<file path="src/rtl/vpack_pkg.sv">
package vpack_pkg;
  parameter int LANES  = 4;
  parameter int LANE_W = 32;
  parameter int BYTE_W = 8;
  parameter int HALF_W = 16;
  localparam int VEC_W   = LANES * LANE_W;
  localparam int HALVES  = LANES / 2;

  typedef logic [LANES-1:0][LANE_W-1:0] lane_vec_t;

  typedef enum logic [1:0] {
    LEN_ONE   = 2'd0,
    LEN_TWO   = 2'd1,
    LEN_THREE = 2'd2,
    LEN_FOUR  = 2'd3
  } len_t;

  typedef enum logic [1:0] {
    FN_UBYTE = 2'd0,
    FN_SBYTE = 2'd1,
    FN_UHALF = 2'd2,
    FN_SHALF = 2'd3
  } fn_t;
endpackage

</file>
<file path="src/rtl/vpack_expand.sv">
module vpack_expand
  import vpack_pkg::*;
(
  input  fn_t       func,
  input  len_t      size,
  input  lane_vec_t src,
  output lane_vec_t res,
  output len_t      res_len
);
  lane_vec_t ub_lane, sb_lane, uh_lane, sh_lane;
  logic      two_words;

  assign two_words = (size != LEN_ONE);

  // byte paths: one lane per byte of source word 0
  for (genvar k = 0; k < LANES; k++) begin : g_byte
    logic [BYTE_W-1:0] b;
    assign b = src[0][k*BYTE_W +: BYTE_W];
    assign ub_lane[k] = {1'b0, b, b, b, b[BYTE_W-1:1]};
    assign sb_lane[k] = {b, {(LANE_W-BYTE_W){1'b0}}};
  end

  // halfword paths: word j feeds lanes 2j and 2j+1
  for (genvar j = 0; j < HALVES; j++) begin : g_half
    logic [HALF_W-1:0] lo, hi;
    logic              use_word;
    assign lo       = src[j][HALF_W-1:0];
    assign hi       = src[j][LANE_W-1:HALF_W];
    assign use_word = (j == 0) || two_words;
    assign uh_lane[2*j]   = use_word ? {1'b0, lo, {(LANE_W-HALF_W-1){1'b0}}} : '0;
    assign uh_lane[2*j+1] = use_word ? {1'b0, hi, {(LANE_W-HALF_W-1){1'b0}}} : '0;
    assign sh_lane[2*j]   = use_word ? {lo, {(LANE_W-HALF_W){1'b0}}} : '0;
    assign sh_lane[2*j+1] = use_word ? {hi, {(LANE_W-HALF_W){1'b0}}} : '0;
  end

  always_comb begin
    unique case (func)
      FN_UBYTE: begin res = ub_lane; res_len = LEN_FOUR; end
      FN_SBYTE: begin res = sb_lane; res_len = LEN_FOUR; end
      FN_UHALF: begin res = uh_lane; res_len = two_words ? LEN_FOUR : LEN_TWO; end
      default:  begin res = sh_lane; res_len = two_words ? LEN_FOUR : LEN_TWO; end
    endcase
  end
endmodule

</file>
<file path="src/rtl/vpack_compress.sv">
module vpack_compress
  import vpack_pkg::*;
(
  input  fn_t       func,
  input  len_t      size,
  input  lane_vec_t src,
  output lane_vec_t res,
  output len_t      res_len
);
  lane_vec_t                   pos;
  logic [LANE_W-1:0]           ub_word, sb_word;
  logic [HALVES-1:0][LANE_W-1:0] uh_word, sh_word;
  logic                        wide;

  assign wide = (size == LEN_FOUR);

  for (genvar k = 0; k < LANES; k++) begin : g_lane
    assign pos[k] = src[k][LANE_W-1] ? '0 : src[k];
    assign ub_word[k*BYTE_W +: BYTE_W] = pos[k][LANE_W-2 -: BYTE_W];
    assign sb_word[k*BYTE_W +: BYTE_W] = src[k][LANE_W-1 -: BYTE_W];
  end

  for (genvar j = 0; j < HALVES; j++) begin : g_pair
    assign uh_word[j] = {pos[2*j+1][LANE_W-2 -: HALF_W], pos[2*j][LANE_W-2 -: HALF_W]};
    assign sh_word[j] = {src[2*j+1][LANE_W-1 -: HALF_W], src[2*j][LANE_W-1 -: HALF_W]};
  end

  always_comb begin
    res     = '0;
    res_len = LEN_ONE;
    unique case (func)
      FN_UBYTE: res[0] = ub_word;
      FN_SBYTE: res[0] = sb_word;
      FN_UHALF: begin
        res[0]  = uh_word[0];
        res[1]  = wide ? uh_word[1] : '0;
        res_len = wide ? LEN_TWO : LEN_ONE;
      end
      default: begin
        res[0]  = sh_word[0];
        res[1]  = wide ? sh_word[1] : '0;
        res_len = wide ? LEN_TWO : LEN_ONE;
      end
    endcase
  end


  always_comb begin
    if (func == FN_UBYTE && src[0][LANE_W-1])
      ubyte_clamp_chk: assert (res[0][BYTE_W-1:0] == '0);
  end
endmodule

</file>
<file path="src/rtl/vpack_unit.sv">
module vpack_unit
  import vpack_pkg::*;
(
  input  logic              clk,
  input  logic              rst,
  input  logic              in_valid,
  input  logic              in_dir,
  input  logic [1:0]        in_func,
  input  logic [1:0]        in_size,
  input  logic [VEC_W-1:0]  in_data,
  output logic              out_valid,
  output logic [VEC_W-1:0]  out_data,
  output logic [1:0]        out_size
);
  lane_vec_t src, exp_res, cmp_res, sel_res;
  len_t      exp_len, cmp_len, sel_len;

  assign src = lane_vec_t'(in_data);

  vpack_expand u_expand (
    .func    (fn_t'(in_func)),
    .size    (len_t'(in_size)),
    .src     (src),
    .res     (exp_res),
    .res_len (exp_len)
  );

  vpack_compress u_compress (
    .func    (fn_t'(in_func)),
    .size    (len_t'(in_size)),
    .src     (src),
    .res     (cmp_res),
    .res_len (cmp_len)
  );

  assign sel_res = in_dir ? cmp_res : exp_res;
  assign sel_len = in_dir ? cmp_len : exp_len;

  always_ff @(posedge clk) begin
    if (rst) begin
      out_valid <= 1'b0;
      out_data  <= '0;
      out_size  <= '0;
    end else begin
      out_valid <= in_valid;
      if (in_valid) begin
        out_data <= sel_res;
        out_size <= sel_len;
      end
    end
  end


  reset_clear_chk: assert property (@(posedge clk) rst |=> (!out_valid && out_data == '0));


  valid_lat_chk: assert property (@(posedge clk) disable iff (rst) in_valid |=> out_valid);


  idle_hold_chk: assert property (@(posedge clk) disable iff (rst)
    !in_valid |=> (!out_valid && $stable(out_data) && $stable(out_size)));


  single_upper_zero_chk: assert property (@(posedge clk) disable iff (rst)
    (out_valid && out_size == LEN_ONE) |-> out_data[VEC_W-1:LANE_W] == '0);


  sbyte_pack_chk: assert property (@(posedge clk) disable iff (rst)
    (in_valid && in_dir && in_func == FN_SBYTE) |=>
      out_data[BYTE_W-1:0] == $past(in_data[LANE_W-1 -: BYTE_W]));


  ubyte_top_clear_chk: assert property (@(posedge clk) disable iff (rst)
    (in_valid && !in_dir && in_func == FN_UBYTE) |=>
      (!out_data[LANE_W-1] && !out_data[2*LANE_W-1] &&
       !out_data[3*LANE_W-1] && !out_data[4*LANE_W-1]));
endmodule

</file>
<file path="config.mk">
export PLATFORM = sky130hd
export DESIGN_NAME = vpack_unit
export DESIGN_NICKNAME = d
export VERILOG_FILES = /design/src/rtl/vpack_pkg.sv /design/src/rtl/vpack_expand.sv /design/src/rtl/vpack_compress.sv /design/src/rtl/vpack_unit.sv
export SDC_FILE = /design/constraint.sdc
export NUM_CORES = 1
export LEC_CHECK = 0
export ABC_AREA = 0
export BUFFER_PORTS_ARGS = -buffer_cell sky130_fd_sc_hd__buf_4
export CAP_MARGIN = 10
export CORE_MARGIN = 3
export CORE_UTILIZATION = 50
export DETAILED_ROUTE_END_ITERATION = 6
export MAX_ROUTING_LAYER = met4
export PLACE_DENSITY = 0.92
export RECOVER_POWER = 100
export SLEW_MARGIN = 20
export SYNTH_ARGS = -nofsm -noshare
export SYNTH_HDL_FRONTEND = slang
export SYNTH_SLANG_ARGS = --single-unit
</file>
<file path="constraint.sdc">
create_clock -name clk -period 2.1 [get_ports clk]
set_clock_uncertainty 0.15 [all_clocks]
set_input_delay 0.315 -clock clk [delete_from_list [all_inputs] [get_ports clk]]
set_output_delay 0.315 -clock clk [all_outputs]
set_load 0.02 [all_outputs]
</file>
==> impl_metrics.json, run 1 <==
{
  "start_util": 0.521,
  "clk_pin_slew_ns": 0.06,
  "setup_viol": 0,
  "synth.most_common_cell": "dfxtp_1",
  "path_cells": "clkbuf_2 -> buf_12 -> o311ai_0 -> a32oi_1 -> a211oi_1",
  "r2r_cells": 2,
  "yosys.cell_types.count": 66,
  "status": "complete, but fails checks",
  "core_area_mm2": 0.0135,
  "cts_root_buffer": "clkbuf_16",
  "critPathCaptureType": "flop",
  "timing.rr.end": "out_data[15]",
  "synthTopCellsByArea": "dfxtp_1 33%, a21oi_1 7.1%, a22oi_1 6.3%",
  "htree_num_levels": 4,
  "setup_tns_ns": 0,
  "ys_seq_area_frac": 0.334,
  "die-area_mm2": 0.0155,
  "fin_area_mm2": 0.00894,
  "grt_pass1_wl_um": 44300,
  "p_total_uw": 6730,
  "avgSynthCellArea_um2": 8.18,
  "die_w_um": 124,
  "antenna_found_initial": 0,
  "p_leak_uw": 0.00341,
  "dpl.hpwl_um": 21200,
  "postCtsHoldBufs": 0,
  "grt_max_degree": 46,
  "slew_violations": 0,
  "cts_made_buffers": 17,
  "rsz0062_at_grt": "no",
  "syn-cell-area_mm2": 0.00701,
  "power-per-cell-area_mw_per_mm2": 753,
  "ys_seq_elements": 117,
  "wl_per_cell_um": 23.5,
  "vias": 8399,
  "postRouteAntennaNets": 0,
  "overflow": 0,
  "min_to": "out_data[73]",
  "cts_tree": "done",
  "synth_ff_type": "dfxtp_1",
  "ir_drop_v": 0.000530,
  "drive_above_1_share": 0.190,
  "layout.nets": 1196,
  "cts_setup_buffers": 0,
  "tightest_slew_ns": 1.14,
  "slew_headroom": 0.235,
  "cpMaxStageDelayCell": "o311ai_0",
  "hold_viol": 0,
  "routed_via_density": 6.74,
  "min_path_type": "in2reg",
  "syn_nets": 992,
  "grt_pass1_vias": 7839,
  "floorplan.rows": 42,
  "place_area_mm2": 0.00888,
  "die_y_um": 124,
  "netlist_instances": 856,
  "first_pass_iters": 7,
  "critPathLaunchType": "input port",
  "max_stage_delay_ns": 0.64,
  "synth_common_cells": "117 x dfxtp_1, 100 x a21oi_1, 74 x nand2_1",
  "drc_errors": 6,
  "async_flop_share": 0,
  "pin_count": 267,
  "path_max_fanout": 38,
  "maxCapViolCount": 0,
  "grt.total_usage": 0.369,
  "fin_crit_sh": 0.893,
  "arrival_ns": 2.07,
  "violations": "design-rule violations",
  "io_buffer_count": 236,
  "synth-edff-count": 0,
  "ctsResizeCount": 0,
  "hp-start": "in_data[18]",
  "cts.sinks": 117,
  "area_growth_pct": 27.6,
  "cts_buffer_depth": 2,
  "r2r_start": "out_data[15]",
  "drtIter0Drc": 1459,
  "crit_type": "in2reg",
  "synth_largest_area_cell": "dfxtp_1",
  "diodes": 0,
  "n_fill_cell": 1241,
  "fin_crit_ns": 1.88,
  "synth_top_area_frac": 0.334,
  "gp_congestion": 1.07,
  "finalWirelength_um": 29300,
  "required_ns": 2.29,
  "r2r_slack_ns": 1.06,
  "fmax_mhz": 533,
  "yosysWarnings": 0,
  "clk_latency_ns": 0.42,
  "min_path_cells": 3
}
[critical path: cells and delay by family]
kind            cells  cell delay (ns)
compound gates      3             1.13
buf+inv             2             0.60
[cell usage in the layout (no fill, tap or decap), drive strengths merged, types with 12 or more instances in the layout]
| cell type | netlist | layout |
|---|---|---|
| nor3 | 12 | 12 |
| a221oi | 21 | 21 |
| nor2 | 62 | 62 |
| o22ai | 21 | 21 |
| nand2 | 75 | 75 |
| nand2b | 15 | 15 |
| or4 | 14 | 14 |
| a211oi | 20 | 20 |
| and2 | 12 | 12 |
| a22oi | 59 | 59 |
| o21ai | 29 | 29 |
| a32oi | 13 | 13 |
| dfxtp | 117 | 117 |
| mux2i | 24 | 24 |
| clkbuf | 34 | 159 |
| a22o | 13 | 13 |
| a21oi | 100 | 100 |
| buf | 72 | 152 |
| a31oi | 14 | 14 |
| nor2b | 14 | 14 |
[routing by layer]
layer,vias up,routed length [um],GRT usage
li1,3665,-,-
met1,3881,10900,0.458
met2,703,12700,0.546
met3,150,3750,0.0969
met4,0,1870,0.206
met5,-,0,-
[state kept, by name, summed over array words and instances, names as in the netlist]
name       count
out_valid      1
out_size       2
out_data     114
[worst max-delay path by stage]
| stage | startpoint | endpoint | slack (ns) | cells after the start |
|---|---|---|---|---|
| 2_1_floorplan | in_size[1] | out_data[87] | 0.42 | 7 |
| 3_3_place_gp | in_func[0] | out_data[1] | 0.08 | 5 |
| 3_5_place_dp | in_func[0] | out_data[1] | 0.1 | 5 |
| 4_1_cts | in_dir | out_data[58] | 0.54 | 5 |
| 5_1_grt | in_func[1] | out_data[2] | 0.19 | 6 |
| 6_report | in_func[0] | out_data[1] | 0.22 | 5 |
[cell families (layout without fill, tap and decap cells)]
kind of cell / after synthesis / in the layout / synth area share
AOI/OAI and AO/OA: 357 / 357 / 0.353
and+or+nand+nor: 233 / 233 / 0.165
DFF: 117 / 117 / 0.334
buffers and inverters: 114 / 329 / 0.0929
muxes: 35 / 35 / 0.0541
[report_power, final]
| group | switching (uW) | internal, uW | total, uW |
|---|---|---|---|
| combinational | 872 | 514 | 1390 |
| clock | 1030 | 1930 | 2960 |
| sequential | 62.2 | 2320 | 2390 |
| total | 1960 | 4770 | 6730 |
[cell type report]
cell class,instances,area (um2),area share
Multi-Input combinational cell,625,4000,0.447
Sequential cell,117,2340,0.262
Clock inverter,10,130,0.0146
Timing Repair Buffer,291,1750,0.196
Inverter,8,30.0,0.00336
Tap cell,176,220,0.0246
Clock buffer,20,467,0.0522
[metrics by stage]
step                       util  setup WS (ns)  hold WS, ns  instances
after global routing      0.665          0.194       0.0396       1247
after CTS                 0.705          0.537       0.0230       1247
after floorplan               -          0.420        0.296        856
final                     0.665          0.224       0.0307       1247
after global placement    0.660         0.0840        0.291       1217
after detailed placement  0.660         0.0976        0.295       1217
(Power assumes the default switching activity.)
==> run 2, diff against run 1 <==
- ABC_AREA: 0 -> 1
- CORE_UTILIZATION: 50 -> 51
- CTS_CLUSTER_SIZE: default -> 8
- PLACE_DENSITY: 0.92 -> 0.93
==> run 2 against run 1 <==
  * The flow still finishes with violations (design-rule violations)
  * Sequential power hardly changed
  * Worst hold slack better by 0.0045 ns
  * Final cell count is 33% higher
  * Sequential share of layout area is 1.5 points lower
  * Combinational power is 4% higher
  * First-iteration DRC count is 2.1% higher
  * Sequential cell count stayed put
  * Critical path depth is 4 higher
==> impl_metrics.json, run 2 <==
{
  "setup_tns_ns": 0,
  "routed_via_density": 6.06,
  "first_pass_iters": 7,
  "clk_pin_slew_ns": 0.06,
  "netlist_instances": 1271,
  "hold_viol": 0,
  "use_met3": 0.0769,
  "crit_top_cell": "nand2_1",
  "cts_root_buffer": "clkbuf_16",
  "wl_per_cell_um": 20.0,
  "cts_buffer_depth": 2,
  "path_delay_family": "simple AND/OR/NAND/NOR gates",
  "postCtsHoldBufs": 0,
  "largest_reg_flops": 114,
  "yosys.cell_types.count": 31,
  "slew_violations": 0,
  "io_buffer_count": 236,
  "fin_crit_sh": 0.841,
  "drive_above_1_share": 0.124,
  "diodes": 0,
  "place_area_mm2": 0.00938,
  "p_leak_uw": 0.00417,
  "ir_drop_v": 0.000595,
  "grt_pass1_wl_um": 50000,
  "die_y_um": 127,
  "yosysWarnings": 0,
  "cpMaxStageDelayCell": "nor2_1",
  "grt.busiest_layer": "met2",
  "synth_ff_type": "dfxtp_1",
  "fin_area_mm2": 0.00947,
  "n_fill_cell": 1383,
  "gp_congestion": 1.01,
  "core_area_mm2": 0.0141,
  "min_path_type": "in2reg",
  "status": "complete, but fails checks",
  "pin_count": 267,
  "tightest_slew_ns": 0.681,
  "finalWirelength_um": 33300,
  "path_cells": "buf_4 -> inv_2 -> nand2_1 -> buf_4 -> nor2_1 -> nand2_1 -> nand3_1 -> nand2_1 -> a21oi_1",
  "syn_nets": 1407,
  "layout.nets": 1603,
  "postRouteAntennaNets": 0,
  "rsz0062_at_grt": "no",
  "overflow": 0,
  "drtIter0Drc": 1489,
  "ys_seq_area_frac": 0.313,
  "cts.sinks": 117,
  "async_flop_share": 0,
  "ctsResizeCount": 0,
  "dpl.hpwl_um": 24500,
  "setup_viol": 0,
  "vias": 10000,
  "avgSynthCellArea_um2": 5.88,
  "synthTopCellsByArea": "dfxtp_1 31%, nand2_1 22%, a21oi_1 9.0%",
  "cts_tree": "done",
  "fin_crit_ns": 1.77,
  "met2_usage": 0.596,
  "drc_errors": 1,
  "layout_commonest_cell": "nand2_1",
  "die_w_um": 127,
  "layout_common_cells": "450 x nand2_1, 137 x clkbuf_1, 137 x buf_4, 135 x a21oi_1, 128 x nand3_1",
  "max_stage_delay_ns": 0.39,
  "synth-edff-count": 0,
  "area_growth_pct": 26.6,
  "cts_made_buffers": 17,
  "grt_max_degree": 68,
  "start_util": 0.531,
  "grt.total_usage": 0.408,
  "grt_pass1_vias": 8934,
  "maxCapViolCount": 0,
  "arrival_ns": 1.98,
  "synth_largest_area_cell": "dfxtp_1",
  "critPathLaunchType": "input port",
  "synth.most_common_cell": "nand2_1",
  "violations": "design-rule violations",
  "power-per-cell-area_mw_per_mm2": 727,
  "floorplan.rows": 43,
  "syn-cell-area_mm2": 0.00748,
  "largestRegisters": "out_data (114), out_size (2), out_valid (1)",
  "slew_headroom": 0.545,
  "path_max_fanout": 12,
  "path_buf_inv": 3,
  "critPathCaptureType": "flop",
  "largest_register": "out_data",
  "antenna_found_initial": 0,
  "r2r_slack_ns": 1.07,
  "htree_num_levels": 4,
  "crit_type": "in2reg",
  "fmax_mhz": 566,
  "clk_latency_ns": 0.42,
  "use_met1": 0.557,
  "ys_seq_elements": 117,
  "die-area_mm2": 0.0162,
  "synth_common_cells": "448 x nand2_1, 135 x a21oi_1, 128 x nand3_1",
  "required_ns": 2.31,
  "synth_top_area_frac": 0.313,
  "cts_setup_buffers": 0
}
run 2: area by class of cell:
type	count	area, um2	area share
multi-input cells	985	4360	0.461
flip-flops and latches	117	2340	0.247
repair buffers	281	1680	0.178
clock buffers	22	484	0.0512
inverters	65	244	0.0258
well taps	180	225	0.0238
clock inverters	9	125	0.0132
run 2: stage by stage:
stage | std cells | worst slack [ns] | utilization | power [uW] | hold slack, ns
2_1_floorplan | 1271 | 0.631 | - | 3220 | 0.322
3_3_place_gp | 1628 | 0.234 | 0.665 | 3900 | 0.304
3_5_place_dp | 1628 | 0.182 | 0.665 | 3920 | 0.306
4_1_cts | 1659 | 0.577 | 0.709 | 6930 | 0.0303
5_1_grt | 1659 | 0.237 | 0.671 | 7080 | 0.0487
6_report | 1659 | 0.333 | 0.671 | 6880 | 0.0352
run 2: worst paths after layout:
| kind | from | endpoint | cells after the start |
|---|---|---|---|
| min | in_data[32] | out_data[79] | 3 |
| min reg2reg | out_data[94] | out_data[94] | 2 |
| max | in_func[0] | out_data[23] | 9 |
| max reg2reg | out_data[59] | out_data[59] | 3 |
run 2: logic make-up after synthesis:
kind of cell,share of synthesized area
DFF,0.313
AOI/OAI and AO/OA,0.175
buffers and inverters,0.102
and+or+nand+nor,0.410
run 2: where the power goes:
group / internal [uW] / switching, uW
clock network: 1970 / 1070
logic: 461 / 991
registers: 2320 / 58.1
total: 4760 / 2120
run 2: worst reg2reg max path: stages (launching register included):
cell and delay, ns:
dfxtp_1 0.32, nand2_1 0.09, a21boi_0 0.24, a21oi_1 0.10
run 2: per-layer routing:
layer	wire [um]	share of wire
met3	3940	0.12
met2	14600	0.44
met1	13300	0.40
met5	0	0
met4	1450	0.044
==> run 3, diff against run 2 <==
- ABC_AREA: 1 -> 0
- CORE_UTILIZATION: 51 -> 45
- PLACE_DENSITY: 0.93 -> 0.88
- clock period: 2.1 -> 1.6 ns (I/O delays scaled with it)
==> run 3 against run 2 <==
  * The flow now finishes without violations
  * Count of clock-buffer cells in the layout shrank 2
  * Power grew 34%
  * Sequential power grew 32%
  * Core utilization shrank 0.22 points
  * First-iteration DRC count shrank 5.1%
  * Combinational power grew 45%
  * Sequential cell count is the same
  * Design area grew 5.1%
  * Global-route usage shrank 2.4 points
  * Critical endpoint is now out_data[26]
==> impl_metrics.json, run 3 (synthesis results as in run 1) <==
{
  "first_pass_iters": 7,
  "fin_crit_sh": 0.985,
  "cts.sinks": 117,
  "postRouteAntennaNets": 0,
  "maxCapViolCount": 0,
  "arrival_ns": 1.78,
  "dpl.hpwl_um": 24200,
  "wl_per_cell_um": 23.7,
  "min_path_type": "in2reg",
  "pin_count": 267,
  "start_util": 0.471,
  "core_area_mm2": 0.0149,
  "hold_viol": 0,
  "routed_via_density": 6.48,
  "cts_made_buffers": 17,
  "power-per-cell-area_mw_per_mm2": 928,
  "area_growth_pct": 42.0,
  "ir_drop_v": 0.000788,
  "fin_crit_ns": 1.58,
  "htree_num_levels": 4,
  "largest_register": "out_data",
  "cts_buffer_depth": 2,
  "gp_congestion": 1.03,
  "fin_cells": 1377,
  "vias": 8917,
  "p_leak_uw": 0.00398,
  "tightest_slew_ns": 1.06,
  "drtIter0Drc": 1413,
  "path_cells": "dlygate4sd3_1 -> buf_4 -> nor2b_2 -> a211oi_1 -> buf_4 -> a211o_1 -> a211oi_2",
  "drc_errors": 0,
  "cts_root_buffer": "clkbuf_16",
  "crit_top_cell": "buf_4",
  "floorplan.rows": 44,
  "slew_headroom": 0.292,
  "grt_max_degree": 41,
  "die_w_um": 131,
  "largest_reg_flops": 114,
  "grt.total_usage": 0.384,
  "crit_start": "in_data[3]",
  "setup_tns_ns": 0,
  "met3_length_um": 3590,
  "antenna_found_initial": 0,
  "cpMaxStageDelayCell": "dlygate4sd3_1",
  "post-place-cells": 1326,
  "hp-start": "in_data[4]",
  "p_total_uw": 9240,
  "cts_setup_buffers": 0,
  "die-area_mm2": 0.0171,
  "io_buffer_count": 236,
  "overflow": 0,
  "diodes": 0,
  "status": "complete, no violations",
  "wl_met1_um": 12500,
  "r2r_start": "out_data[15]",
  "setup_viol": 0,
  "required_ns": 1.81,
  "n_fill_cell": 1368,
  "die_y_um": 131,
  "layout_common_cells": "230 x buf_4, 143 x clkbuf_1, 117 x dfxtp_1, 100 x a21oi_1, 74 x nand2_1",
  "fmax_mhz": 635,
  "routed.top_layer": "met4",
  "route.met2.wl_um": 14900,
  "path_max_fanout": 5,
  "layout.nets": 1316,
  "critPathCaptureType": "flop",
  "grt_pass1_wl_um": 48300,
  "crit_type": "in2reg",
  "largestRegisters": "out_data (114), out_size (2), out_valid (1)",
  "drive_above_1_share": 0.260,
  "layout_commonest_cell": "buf_4",
  "slew_violations": 0,
  "clk_latency_ns": 0.43,
  "rsz0062_at_grt": "no",
  "critPathLaunchType": "input port",
  "dp_slack_ns": -0.302,
  "fin_ws_ns": 0.0244,
  "clk_pin_slew_ns": 0.05,
  "cts_tree": "done",
  "grt_pass1_vias": 8424,
  "multi_input_area_mm2": 0.00403,
  "seqCellArea_mm2": 0.00234,
  "max_stage_delay_ns": 0.54,
  "finalWirelength_um": 32600
}
==> run 3: worst max-delay path: cells and delay by family <==
| kind | cells | cell delay [ns] |
|---|---|---|
| simple gates | 1 | 0.17 |
| buf+inv | 3 | 0.85 |
| compound gates | 3 | 0.52 |
==> run 3: metrics by stage <==
| step | utilization | hold slack (ns) | area, um2 |
|---|---|---|---|
| 3_5_place_dp | 0.653 | 0.297 | 9700 |
| 5_1_grt | 0.669 | 0.00335 | 9950 |
| 2_1_floorplan | - | 0.221 | 7010 |
| 3_3_place_gp | 0.653 | 0.295 | 9700 |
| 6_report | 0.669 | 0.00141 | 9950 |
| 4_1_cts | 0.707 | 0.000259 | 10500 |
==> run 3: worst paths after layout <==
path	endpoint	slack, ns	cells after the start
worst max register to register	out_data[15]	0.58	2
worst max-delay path	out_data[26]	0.02	7
worst min register to register	out_data[92]	0.30	2
worst min-delay path	out_data[3]	0.001	3
==> run 3: cell type report <==
class	instances	share of cell area
inverter	8	0.00302
clock buffer	20	0.0459
tap	184	0.0231
clock inverter	12	0.0155
multi-input combinational	625	0.405
timing repair buffer	411	0.272
sequential	117	0.235
==> run 3: power breakdown <==
group	total, uW	internal, uW	switching [uW]	leakage [uW]
clock	4000	2520	1470	0.000292
sequential	3140	3050	88.3	0.000955
combinational	2100	873	1230	0.00274
==> run 3: metal layers <==
layer,up-vias,global-route usage
met4,0,0.169
met1,4173,0.479
met2,708,0.601
met5,-,-
met3,131,0.0817
li1,3905,-
==> run 3: what timing repair did <==
item / 4_1_cts / 5_1_grt
hold endpoints to repair: 18 / 0
setup endpoints to repair: 0 / 3
gates resized for setup: 0 / 4
hold buffers: 19 / 0
